### config.mk
export PLATFORM = sky130hd
export DESIGN_NAME = pflag_ctrl
export DESIGN_NICKNAME = d
export VERILOG_FILES = /design/src/rtl/pflag_pkg.sv /design/src/rtl/pflag_offset_loader.sv /design/src/rtl/pflag_ptr_track.sv /design/src/rtl/pflag_flag_gen.sv /design/src/rtl/pflag_ctrl.sv
export SDC_FILE = /design/constraint.sdc
export NUM_CORES = 1
export LEC_CHECK = 0
export BUFFER_PORTS_ARGS = -buffer_cell sky130_fd_sc_hd__buf_2
export CORE_MARGIN = 2
export CORE_UTILIZATION = 57
export CTS_BUF_LIST = sky130_fd_sc_hd__clkbuf_4
export DETAILED_ROUTE_END_ITERATION = 12
export MAX_ROUTING_LAYER = met4
export PLACE_DENSITY_LB_ADDON = 0.3
export REMOVE_ABC_BUFFERS = 1
export SETUP_SLACK_MARGIN = 0.4
export SYNTH_ARGS = -nofsm -noshare
export SYNTH_HDL_FRONTEND = slang
export SYNTH_SLANG_ARGS = --single-unit
### constraint.sdc
create_clock -name clk -period 3.1 [get_ports clk]
set_clock_uncertainty 0.05 [all_clocks]
set_input_delay 0.155 -clock clk [delete_from_list [all_inputs] [get_ports clk]]
set_output_delay 0.155 -clock clk [all_outputs]
set_load 0.01 [all_outputs]
### src/rtl/pflag_pkg.sv
package pflag_pkg;

    typedef enum logic [0:0] {
        LD_AE_BITS,
        LD_AF_BITS
    } ld_state_t;

    typedef enum logic [1:0] {
        RD_STD,
        RD_FW_VOID,
        RD_FW_HOLD
    } rd_state_t;

    function automatic int unsigned strap_offset(input logic [1:0] sel);
        case (sel)
            2'b00:   return 7;
            2'b01:   return 63;
            2'b10:   return 127;
            default: return 1023;
        endcase
    endfunction

endpackage

### src/rtl/pflag_offset_loader.sv
module pflag_offset_loader
    import pflag_pkg::*;
#(
    parameter int OFS_W = 11
) (
    input  logic             clk,
    input  logic             mrst_n,
    input  logic [1:0]       fsel,
    input  logic             sdi,
    input  logic             ser_wen,
    input  logic             ser_strobe,
    output logic [OFS_W-1:0] ae_ofs,
    output logic [OFS_W-1:0] af_ofs
);
    localparam int BC_W = (OFS_W > 1) ? $clog2(OFS_W) : 1;
    localparam logic [BC_W-1:0] LAST_IDX = BC_W'(OFS_W - 1);

    ld_state_t        st;
    ld_state_t        st_nxt;
    logic [BC_W-1:0]  bit_cnt;
    logic [OFS_W-1:0] ae_shd;
    logic [OFS_W-1:0] af_shd;
    logic [OFS_W-1:0] strap_val;
    logic             take_bit;
    logic             last_bit;

    assign strap_val = OFS_W'(strap_offset(fsel));
    assign take_bit  = ser_wen & ser_strobe;
    assign last_bit  = take_bit && (bit_cnt == LAST_IDX);

    // state register
    always_ff @(posedge clk) begin
        if (!mrst_n) st <= LD_AE_BITS;
        else         st <= st_nxt;
    end

    // next state
    always_comb begin
        st_nxt = st;
        unique case (st)
            LD_AE_BITS: if (last_bit) st_nxt = LD_AF_BITS;   // ae_done
            LD_AF_BITS: if (last_bit) st_nxt = LD_AE_BITS;   // af_commit
            default:    st_nxt = LD_AE_BITS;
        endcase
    end

    // shift data and threshold registers
    always_ff @(posedge clk) begin
        if (!mrst_n) begin
            bit_cnt <= '0;
            ae_shd  <= '0;
            af_shd  <= '0;
            ae_ofs  <= strap_val;
            af_ofs  <= strap_val;
        end else if (take_bit) begin
            bit_cnt <= last_bit ? '0 : bit_cnt + BC_W'(1);
            unique case (st)
                LD_AE_BITS: ae_shd <= {ae_shd[OFS_W-2:0], sdi};
                LD_AF_BITS: begin
                    if (last_bit) begin
                        ae_ofs <= ae_shd;
                        af_ofs <= {af_shd[OFS_W-2:0], sdi};
                    end else begin
                        af_shd <= {af_shd[OFS_W-2:0], sdi};
                    end
                end
                default: ;
            endcase
        end
    end

endmodule

### src/rtl/pflag_ptr_track.sv
module pflag_ptr_track
    import pflag_pkg::*;
#(
    parameter int DEPTH  = 2048,
    parameter int ADDR_W = 11,
    parameter int CNT_W  = 12
) (
    input  logic              clk,
    input  logic              mrst_n,
    input  logic              mode_pin,
    input  logic              wr_en,
    input  logic              rd_en,
    output logic              wr_ack,
    output logic              rd_fetch,
    output logic              echo_rd,
    output logic [ADDR_W-1:0] wr_addr,
    output logic [ADDR_W-1:0] rd_addr,
    output logic [CNT_W-1:0]  mem_cnt,
    output logic              fwft,
    output logic              out_valid
);
    localparam logic [CNT_W-1:0]  CNT_FULL = CNT_W'(DEPTH);
    localparam logic [ADDR_W-1:0] ADDR_TOP = ADDR_W'(DEPTH - 1);

    rd_state_t st;
    rd_state_t st_nxt;
    logic      rd_take;
    logic      mem_full;
    logic      mem_empty;

    assign mem_full  = (mem_cnt == CNT_FULL);
    assign mem_empty = (mem_cnt == '0);

    // state register: mode strap captured while reset is held
    always_ff @(posedge clk) begin
        if (!mrst_n) st <= mode_pin ? RD_FW_VOID : RD_STD;
        else         st <= st_nxt;
    end

    // next state
    always_comb begin
        st_nxt = st;
        unique case (st)
            RD_STD:     st_nxt = RD_STD;
            RD_FW_VOID: if (!mem_empty) st_nxt = RD_FW_HOLD;            // fall_through
            RD_FW_HOLD: if (rd_en && mem_empty) st_nxt = RD_FW_VOID;    // drained
            default:    st_nxt = RD_STD;
        endcase
    end

    // outputs of the read tracker
    always_comb begin
        wr_ack    = wr_en && !mem_full;
        fwft      = (st != RD_STD);
        out_valid = (st == RD_FW_HOLD);
        rd_take   = 1'b0;
        rd_fetch  = 1'b0;
        unique case (st)
            RD_STD: begin
                rd_take  = rd_en && !mem_empty;
                rd_fetch = rd_take;
            end
            RD_FW_VOID: rd_fetch = !mem_empty;
            RD_FW_HOLD: begin
                rd_take  = rd_en;
                rd_fetch = rd_en && !mem_empty;                         // refill
            end
            default: ;
        endcase
    end

    always_ff @(posedge clk) begin
        if (!mrst_n) begin
            wr_addr <= '0;
            rd_addr <= '0;
            mem_cnt <= '0;
            echo_rd <= 1'b0;
        end else begin
            if (wr_ack)   wr_addr <= (wr_addr == ADDR_TOP) ? '0 : wr_addr + ADDR_W'(1);
            if (rd_fetch) rd_addr <= (rd_addr == ADDR_TOP) ? '0 : rd_addr + ADDR_W'(1);
            case ({wr_ack, rd_fetch})
                2'b10:   mem_cnt <= mem_cnt + CNT_W'(1);
                2'b01:   mem_cnt <= mem_cnt - CNT_W'(1);
                default: mem_cnt <= mem_cnt;
            endcase
            echo_rd <= rd_take && rd_fetch;
        end
    end

endmodule

### src/rtl/pflag_flag_gen.sv
module pflag_flag_gen #(
    parameter int DEPTH = 2048,
    parameter int OFS_W = 11,
    parameter int CNT_W = 12
) (
    input  logic             fwft,
    input  logic             out_valid,
    input  logic [CNT_W-1:0] mem_cnt,
    input  logic [OFS_W-1:0] ae_ofs,
    input  logic [OFS_W-1:0] af_ofs,
    output logic             rd_flag,
    output logic             wr_flag,
    output logic             almost_empty,
    output logic             almost_full
);
    localparam logic [CNT_W-1:0] CAP_MEM = CNT_W'(DEPTH);

    logic [CNT_W-1:0] occ;
    logic [CNT_W-1:0] cap;
    logic [CNT_W-1:0] room;

    always_comb begin
        occ          = mem_cnt + CNT_W'(fwft & out_valid);
        cap          = CAP_MEM + CNT_W'(fwft);
        room         = cap - occ;
        almost_empty = (occ <= CNT_W'(ae_ofs));
        almost_full  = (room <= CNT_W'(af_ofs));
        rd_flag      = fwft ? out_valid : (mem_cnt == '0);
        wr_flag      = fwft ? (mem_cnt != CAP_MEM) : (mem_cnt == CAP_MEM);
    end

endmodule

### src/rtl/pflag_ctrl.sv
module pflag_ctrl
    import pflag_pkg::*;
#(
    parameter int DEPTH = 2048
) (
    input  logic                     clk,
    input  logic                     mrst_n,
    input  logic [1:0]               fsel,
    input  logic                     mode_sdi,
    input  logic                     ser_wen,
    input  logic                     ser_strobe,
    input  logic                     wr_en,
    input  logic                     rd_en,
    output logic                     wr_ack,
    output logic [$clog2(DEPTH)-1:0] wr_addr,
    output logic                     rd_fetch,
    output logic [$clog2(DEPTH)-1:0] rd_addr,
    output logic                     rd_flag,
    output logic                     wr_flag,
    output logic                     almost_empty,
    output logic                     almost_full,
    output logic                     echo_rd
);
    localparam int ADDR_W = $clog2(DEPTH);
    localparam int OFS_W  = ADDR_W;
    localparam int CNT_W  = $clog2(DEPTH + 2);

    logic [OFS_W-1:0] ae_ofs;
    logic [OFS_W-1:0] af_ofs;
    logic [CNT_W-1:0] mem_cnt;
    logic             fwft;
    logic             out_valid;

    pflag_offset_loader #(.OFS_W(OFS_W)) u_loader (
        .clk        (clk),
        .mrst_n     (mrst_n),
        .fsel       (fsel),
        .sdi        (mode_sdi),
        .ser_wen    (ser_wen),
        .ser_strobe (ser_strobe),
        .ae_ofs     (ae_ofs),
        .af_ofs     (af_ofs)
    );

    pflag_ptr_track #(.DEPTH(DEPTH), .ADDR_W(ADDR_W), .CNT_W(CNT_W)) u_track (
        .clk       (clk),
        .mrst_n    (mrst_n),
        .mode_pin  (mode_sdi),
        .wr_en     (wr_en),
        .rd_en     (rd_en),
        .wr_ack    (wr_ack),
        .rd_fetch  (rd_fetch),
        .echo_rd   (echo_rd),
        .wr_addr   (wr_addr),
        .rd_addr   (rd_addr),
        .mem_cnt   (mem_cnt),
        .fwft      (fwft),
        .out_valid (out_valid)
    );

    pflag_flag_gen #(.DEPTH(DEPTH), .OFS_W(OFS_W), .CNT_W(CNT_W)) u_flags (
        .fwft         (fwft),
        .out_valid    (out_valid),
        .mem_cnt      (mem_cnt),
        .ae_ofs       (ae_ofs),
        .af_ofs       (af_ofs),
        .rd_flag      (rd_flag),
        .wr_flag      (wr_flag),
        .almost_empty (almost_empty),
        .almost_full  (almost_full)
    );

endmodule

==> results of run 1 <==
==> state kept, by name (all words and copies together), names as in the netlist <==
register,flops
u_track.st,2
u_loader.af_ofs,11
u_track.echo_rd,1
u_track.mem_cnt,12
u_track.rd_addr,11
u_loader.st,1
u_loader.ae_ofs,11
u_loader.ae_shd,11
u_track.wr_addr,11
u_loader.af_shd,10
u_loader.bit_cnt,4
==> per-layer routing <==
| layer | part of all wire | GRT usage | up-vias |
|---|---|---|---|
| met4 | 0.034 | 0.115 | 0 |
| met3 | 0.058 | 0.0330 | 50 |
| met2 | 0.50 | 0.474 | 184 |
| li1 | - | - | 2282 |
| met5 | 0 | - | - |
| met1 | 0.41 | 0.341 | 2245 |
==> through the flow <==
stage	std cells	total power [uW]	util	area [um^2]	hold WS, ns
2_1_floorplan	577	2860	-	5030	0.223
3_3_place_gp	758	3490	0.642	5620	0.355
3_5_place_dp	758	3590	0.642	5620	0.358
4_1_cts	802	4860	0.721	6320	0.0192
5_1_grt	810	5500	0.742	6500	0.0928
6_report	810	5210	0.742	6500	0.0339
==> tightest hold or removal path: cells and delay by family <==
kind,cells,cell delay [ns]
AOI/OAI and AO/OA,1,0.07
buffers and inverters,1,0.11
and+or+nand+nor,2,0.16
==> layout by cell type (no fill, tap or decap), drive strengths merged, types with 7 or more instances in the layout <==
cell and count:
nand2b 10, mux2i 12, nor3 23, ha 40, xnor2 27, nand4 9, buf 106, nor2b 7
edfxtp 24, nand2 73, and3 9, nand3 34, nor2 61, xor2 19, dfxtp 61, inv 45
o21ai 16, clkbuf 11, a21oi 48
==> kinds of logic after synthesis <==
kind of cell    count (synthesis)  synth area share
mux                            13            0.0255
xor+xnor                       46            0.0781
buf+inv                        70            0.0575
simple gates                  247             0.238
fa+ha+maj                      41             0.101
compound gates                101             0.124
flops                          85             0.377
==> power groups by stage <==
stage | sequential (uW) | clock (uW) | combinational, uW
CTS | 1350 | 670 | 2840
detailed placement | 1360 | 0 | 2230
floorplan | 1400 | 0 | 1460
global route | 1380 | 715 | 3410
finish | 1360 | 670 | 3180
global placement | 1360 | 0 | 2130
==> timing repair <==
item | in CTS | in global routing
hold buffers | 3 | 0
buffers inserted | 24 | 8
resized for setup | 71 | 22
endpoints found under the hold margin | 4 | 0
endpoints found under the setup margin | 10 | 11
pin swaps | 39 | 25
cloned | 1 | 0
==> worst paths after layout <==
| path | from | end | slack [ns] | depth (start not counted) |
|---|---|---|---|---|
| worst max-delay path | u_track.st[1] | almost_full | -0.51 | 16 |
| worst min-delay path | ser_strobe | u_loader.bit_cnt[2] | 0.03 | 4 |
| worst max register to register | u_track.mem_cnt[6] | u_track.mem_cnt[8] | 0.13 | 13 |
| worst min register to register | u_loader.ae_shd[0] | u_loader.ae_shd[1] | 0.41 | 2 |
==> final cells by class <==
type                       instances  area, um^2  area share
multi-input combinational        448        3320       0.511
sequential                        85        1950       0.300
timing repair buffer             109         783       0.120
inverter                          44         170      0.0262
tap                              108         135      0.0208
clock buffer                      11        82.6      0.0127
clock inverter                     5        60.1     0.00923
==> results by group, run 1 <==
Power
  – Switching power: approximately 2200 uW
  – Power share of the combinational group: 0.610
  – Register share of total power: 0.261
  – Maximum vdd ir drop: 407 uV
  – PwrDens: 802 nW/um^2
  – Switching part of the total: 0.413
  – Leakage: 0.00275 uW
  – Clock power frac: 0.129
  – Internal cell power: about 3100 uW

Die
  – Cell row count: 34
  – Chip width: 99.1 um
  – Die ar.: 9820 um^2
  – Ports: 38
  – Core area: roughly 8800 um^2
  – Initial core utilization: 0.589
  – Die Span Y: ~100 um

Synthesis
  – Yosys cell types: 63
  – Netlist Area Pre-Place: 5160 um^2
  – Synth Register Bits: 85
  – Synth Flop Type: dfxtp_1
  – Yosys top cell by area: dfxtp_1
  – Ys Warns: 0
  – Avg Cell Area, Syn: 8.55 um^2
  – Cells after Synth: roughly 600
  – Post-synth EDFFs: 24
  – Post-synthesis sequential area ratio: 0.377
  – Most common library cells after synthesis: 72 x nand2_1, 61 x dfxtp_1, 61 x nor2_1, 48 x a21oi_1, 42 x inv_1
  – Top cells by area, synth: dfxtp_1 24%, edfxtp_1 14%, ha_1 9.7%
  – Most numerous cell in the Yosys netlist: nand2_1
  – Top cell type's share of synthesized area: 0.237
  – Ys async rst share: 0

Clocking
  – Clk_lat worst skew: 0.44 ns
  – CTS tree: yes
  – Max clock buf depth: 2
  – Clock sinks: 85
  – CTS H-Tree Depth: 3
  – TritonCTS Buffers: 9
  – Root Buffer Master: clkbuf_4
  – Clock-pin slew on the worst setup and hold paths: 0.14 ns

Run
  – Max cap viols: 0

Timing
  – RSZ-0062 raised after global routing: yes
  – Minimum clock period: roughly 3.6 ns
  – Fmax: between 0.2 and 0.3 GHz
  – Slew headroom: 0.468
  – Final setup TNS: -1.02 ns
  – Hold Fails Final Rpt: 0
  – Tcrit/Tclk final: 1.17
  – Final WS setup: -0.513 ns
  – Setup-failing EPs final: 2
  – Slew Limit Fails: 0
  – Worst-Margin Slew: between 0.7 and 0.8 ns

Finish
  – Nets: between 700 and 800
  – Area Growth Syn to Fin: 26.1%
  – Layout cells sized above 1: 0.282
  – N_diodes: 0
  – Fillers: between 500 and 600

Placement
  – Port bufs: 37
  – RePlAce Congestion: ~0.88
  – Worst slack at placement: -0.153 ns
  – Post-DP HPWL: around 8600 um

Routing
  – WL per Instance: around 17 um
  – Routed Antenna Nets: 0
  – First DRT Iteration DRCs: between 300 and 400
  – Detailed Route WL: roughly 14000 um
  – DRC Markers: 0
  – Via count: roughly 4800
  – Pre-Repair DR Iteration Count: 6
  – Post-DR vias/cell: 5.88

Worst setup path
  – Worst Path Required: around 2.9 ns
  – Critical path class: flip-flop to primary output
  – Max incr delay on CP: around 0.43 ns
  – Largest fanout on the critical path: 4
  – Max stage delay cell, worst path: edfxtp_1
  – Crit-path cells: inv_2 -> nor2_4 -> ha_4 -> a311o_1 -> or3_4 -> o21ai_2 -> and3_4 -> nand3_2 -> xor2_1 -> ha_1 -> nand3_2 -> buf_6 -> o21bai_4 -> a32oi_1 -> nor2_1 -> buf_2
  – Crit. End Element: primary output
  – Buf+Inv Stages, Crit Path: 3
  – Critical path's top delay family: simple AND/OR/NAND/NOR gates
  – Most frequent CP cell: nand3_2
  – Critical Path AT: about 3.4 ns
  – CP Launch Type: flip-flop

Global route
  – Total GRT Usage: 0.280
  – Gr ovfl total: 0
  – Global-route wire length before repair: approximately 22000 um
  – Initial antenna violation count: 0
  – Number of global-route vias before repair: between 4000 and 5000
  – Largest net degree at the start of global routing: 40

Min path
  – HP Class: input port to flip-flop

Outcome
  – Status: complete, but fails checks
  – Violations in the final reports: setup timing
Power figures use the tool's default switching activity.
==> inputs of run 2 (changes only) <==
- BUFFER_PORTS_ARGS: -buffer_cell sky130_fd_sc_hd__buf_2 -> -buffer_cell sky130_fd_sc_hd__buf_4
==> run 2 against run 1 <==
The run still ends with setup timing left. Setup slack lost 0.14 ns. Die area did not move. Core utilization grew 3.4 points. Via count increased by 5.9%. Sequential cell count is the same. Critical path type unchanged. Largest cell class unchanged. Highest routed layer unchanged.
==> results by group, run 2 (synthesized netlist as in run 1, its figures left out) <==
Worst setup path
  – Critical path class: flip-flop to primary output
  – Buf+Inv Stages, Crit Path: 3
  – Reg2reg start: u_track.mem_cnt[10]
  – Largest fanout on the critical path: 4
  – Critical path's top delay family: simple AND/OR/NAND/NOR gates
  – Crit path capture: almost_full
  – Worst Path Required: 2.89 ns
  – R2r setup slk: approximately 0.05 ns
  – Critical Path AT: ~3.6 ns
  – Worst reg2reg path depth: 12
  – CP Launch Type: flip-flop
  – Max stage delay cell, worst path: edfxtp_1
  – Critical R2R Capture: u_track.mem_cnt[8]
  – Crit. End Element: primary output
  – Max incr delay on CP: 0.43 ns
  – Crit. Startpoint: u_track.st[1]
  – Crit-path cells: inv_2 -> nor2_4 -> ha_4 -> ha_4 -> xnor2_1 -> and3_4 -> buf_4 -> xnor2_1 -> ha_1 -> and3_1 -> nand2b_1 -> nand3_1 -> a221oi_2 -> a32oi_1 -> nor2_1 -> buf_4
  – Crit. path cell count: 16

Routing
  – Post-DR vias/cell: between 6 and 7
  – Routed length on met1: roughly 6000 um
  – Via count: just over 5000
  – Top layer reached by signal wires: met4
  – First DRT Iteration DRCs: 458
  – WL per Instance: 18.7 um
  – Routed Antenna Nets: 0
  – Routed wl met2: 7510 um
  – DRC Markers: 0
  – Detailed Route WL: ~15000 um
  – Wire length on met3: about 1200 um
  – Pre-Repair DR Iteration Count: 5

Finish
  – Largest Register: u_track.mem_cnt
  – Nets: around 750
  – N_diodes: 0
  – Most common cell after layout, fill and taps aside: buf_4
  – Max reg flops: 12
  – Fillers: 530
  – Area of the multi-input gates: 3440 um^2
  – Most frequent cells in the layout: 98 x buf_4, 72 x nand2_1, 58 x dfxtp_1, 56 x nor2_1, 40 x inv_1
  – Layout cells sized above 1: 0.299
  – Seq. cell area: a little under 2000 um^2
  – Area Growth Syn to Fin: 31.9%

Global route
  – Number of global-route vias before repair: between 4000 and 5000
  – Largest net degree at the start of global routing: 47
  – Gr ovfl total: 0
  – Initial antenna violation count: 0
  – Total GRT Usage: 0.283
  – Global-route wire length before repair: 21900 um

Placement
  – RePlAce Congestion: ~0.87
  – Post-DP HPWL: roughly 8400 um
  – Port bufs: 37

Timing
  – Tcrit/Tclk final: 1.21
  – Fmax: about 0.27 GHz
  – Final WS setup: -0.651 ns
  – Final setup TNS: -1.00 ns
  – Worst hold slack: roughly 0.036 ns
  – Slew Limit Fails: 0
  – Setup-failing EPs final: 2
  – Worst-Margin Slew: roughly 1.0 ns
  – Slew headroom: 0.309
  – Minimum clock period: 3.75 ns
  – RSZ-0062 raised after global routing: yes
  – Hold Fails Final Rpt: 0

Power
  – Leakage: 0.00284 uW
  – Power share of the combinational group: 0.608
  – Clock power frac: 0.151
  – Register share of total power: 0.241
  – PwrDens: 838 nW/um^2
  – Internal cell power: between 3000 and 4000 uW
  – Switching part of the total: 0.415
  – Maximum vdd ir drop: 416 uV
  – Switching power: ~2400 uW

Clocking
  – CTS H-Tree Depth: 3
  – Clock sinks: 85
  – Clk_lat worst skew: about 0.47 ns
  – Root Buffer Master: clkbuf_4
  – Clock-pin slew on the worst setup and hold paths: 0.15 ns
  – CTS tree: yes
  – TritonCTS Buffers: 9
  – Max clock buf depth: 2

Run
  – Max cap viols: 0

Outcome
  – Status: complete, but fails checks
  – Violations in the final reports: setup timing

Die
  – Ports: 38
  – Chip width: a little under 100 um
  – Die ar.: approximately 9800 um^2
  – Die Span Y: 99.1 um
  – Cell row count: 34
  – Initial core utilization: 0.589
  – Core area: 8760 um^2

Min path
  – HP Class: input port to flip-flop
[run 2: repair_timing]
action	4_1_cts	5_1_grt
cloned	1	0
setup endpoints to repair	11	12
endpoints found under the hold margin	7	0
hold buffers	3	0
pin swaps	34	33
resized for setup	61	55
buffers inserted	27	11
[run 2: per-layer routing]
metal / vias up / track usage
li1: 2295 / -
met1: 2398 / 0.339
met2: 284 / 0.482
met3: 63 / 0.0450
met4: 0 / 0.105
met5: - / -
[run 2: worst min-delay path, delay by kind of cell]
kind / cells / cell delay [ns]
AO/OA/AOI/OAI: 1 / 0.07
buffers and inverters: 1 / 0.12
AND/OR/NAND/NOR: 2 / 0.18
[run 2: final cells by class]
type	count	area share
multi-input cells	448	0.505
flip-flops and latches	85	0.286
repair buffers	113	0.135
inverters	44	0.0250
well taps	108	0.0199
clock inverters	7	0.0188
clock buffers	9	0.00993
[run 2: how the worst min path moves through the flow]
stage	start	to	slack, ns	cells past startpoint
after floorplan	rd_en	u_track.echo_rd	0.22	2
after global placement	rd_en	u_track.echo_rd	0.36	3
after detailed placement	rd_en	u_track.echo_rd	0.36	3
after CTS	ser_wen	u_loader.bit_cnt[2]	0.03	4
after global routing	ser_strobe	u_loader.bit_cnt[2]	0.06	4
final	ser_wen	u_loader.bit_cnt[2]	0.04	4
[run 2: power by group through the flow]
stage	clock, uW	sequential (uW)	combinational, uW
4_1_cts	853	1350	2870
5_1_grt	905	1380	3680
3_3_place_gp	0	1360	2180
6_report	859	1370	3470
2_1_floorplan	0	1400	1460
3_5_place_dp	0	1360	2280
[run 2: through the flow]
stage | total power [uW] | setup slack (ns) | utilization | cells | area, um^2
floorplan | 2860 | -0.0257 | - | 577 | 5030
global placement | 3540 | -0.0323 | 0.651 | 756 | 5700
detailed placement | 3640 | -0.176 | 0.651 | 756 | 5700
CTS | 5070 | -0.495 | 0.732 | 803 | 6410
global route | 5970 | -0.862 | 0.776 | 814 | 6800
finish | 5700 | -0.651 | 0.776 | 814 | 6800
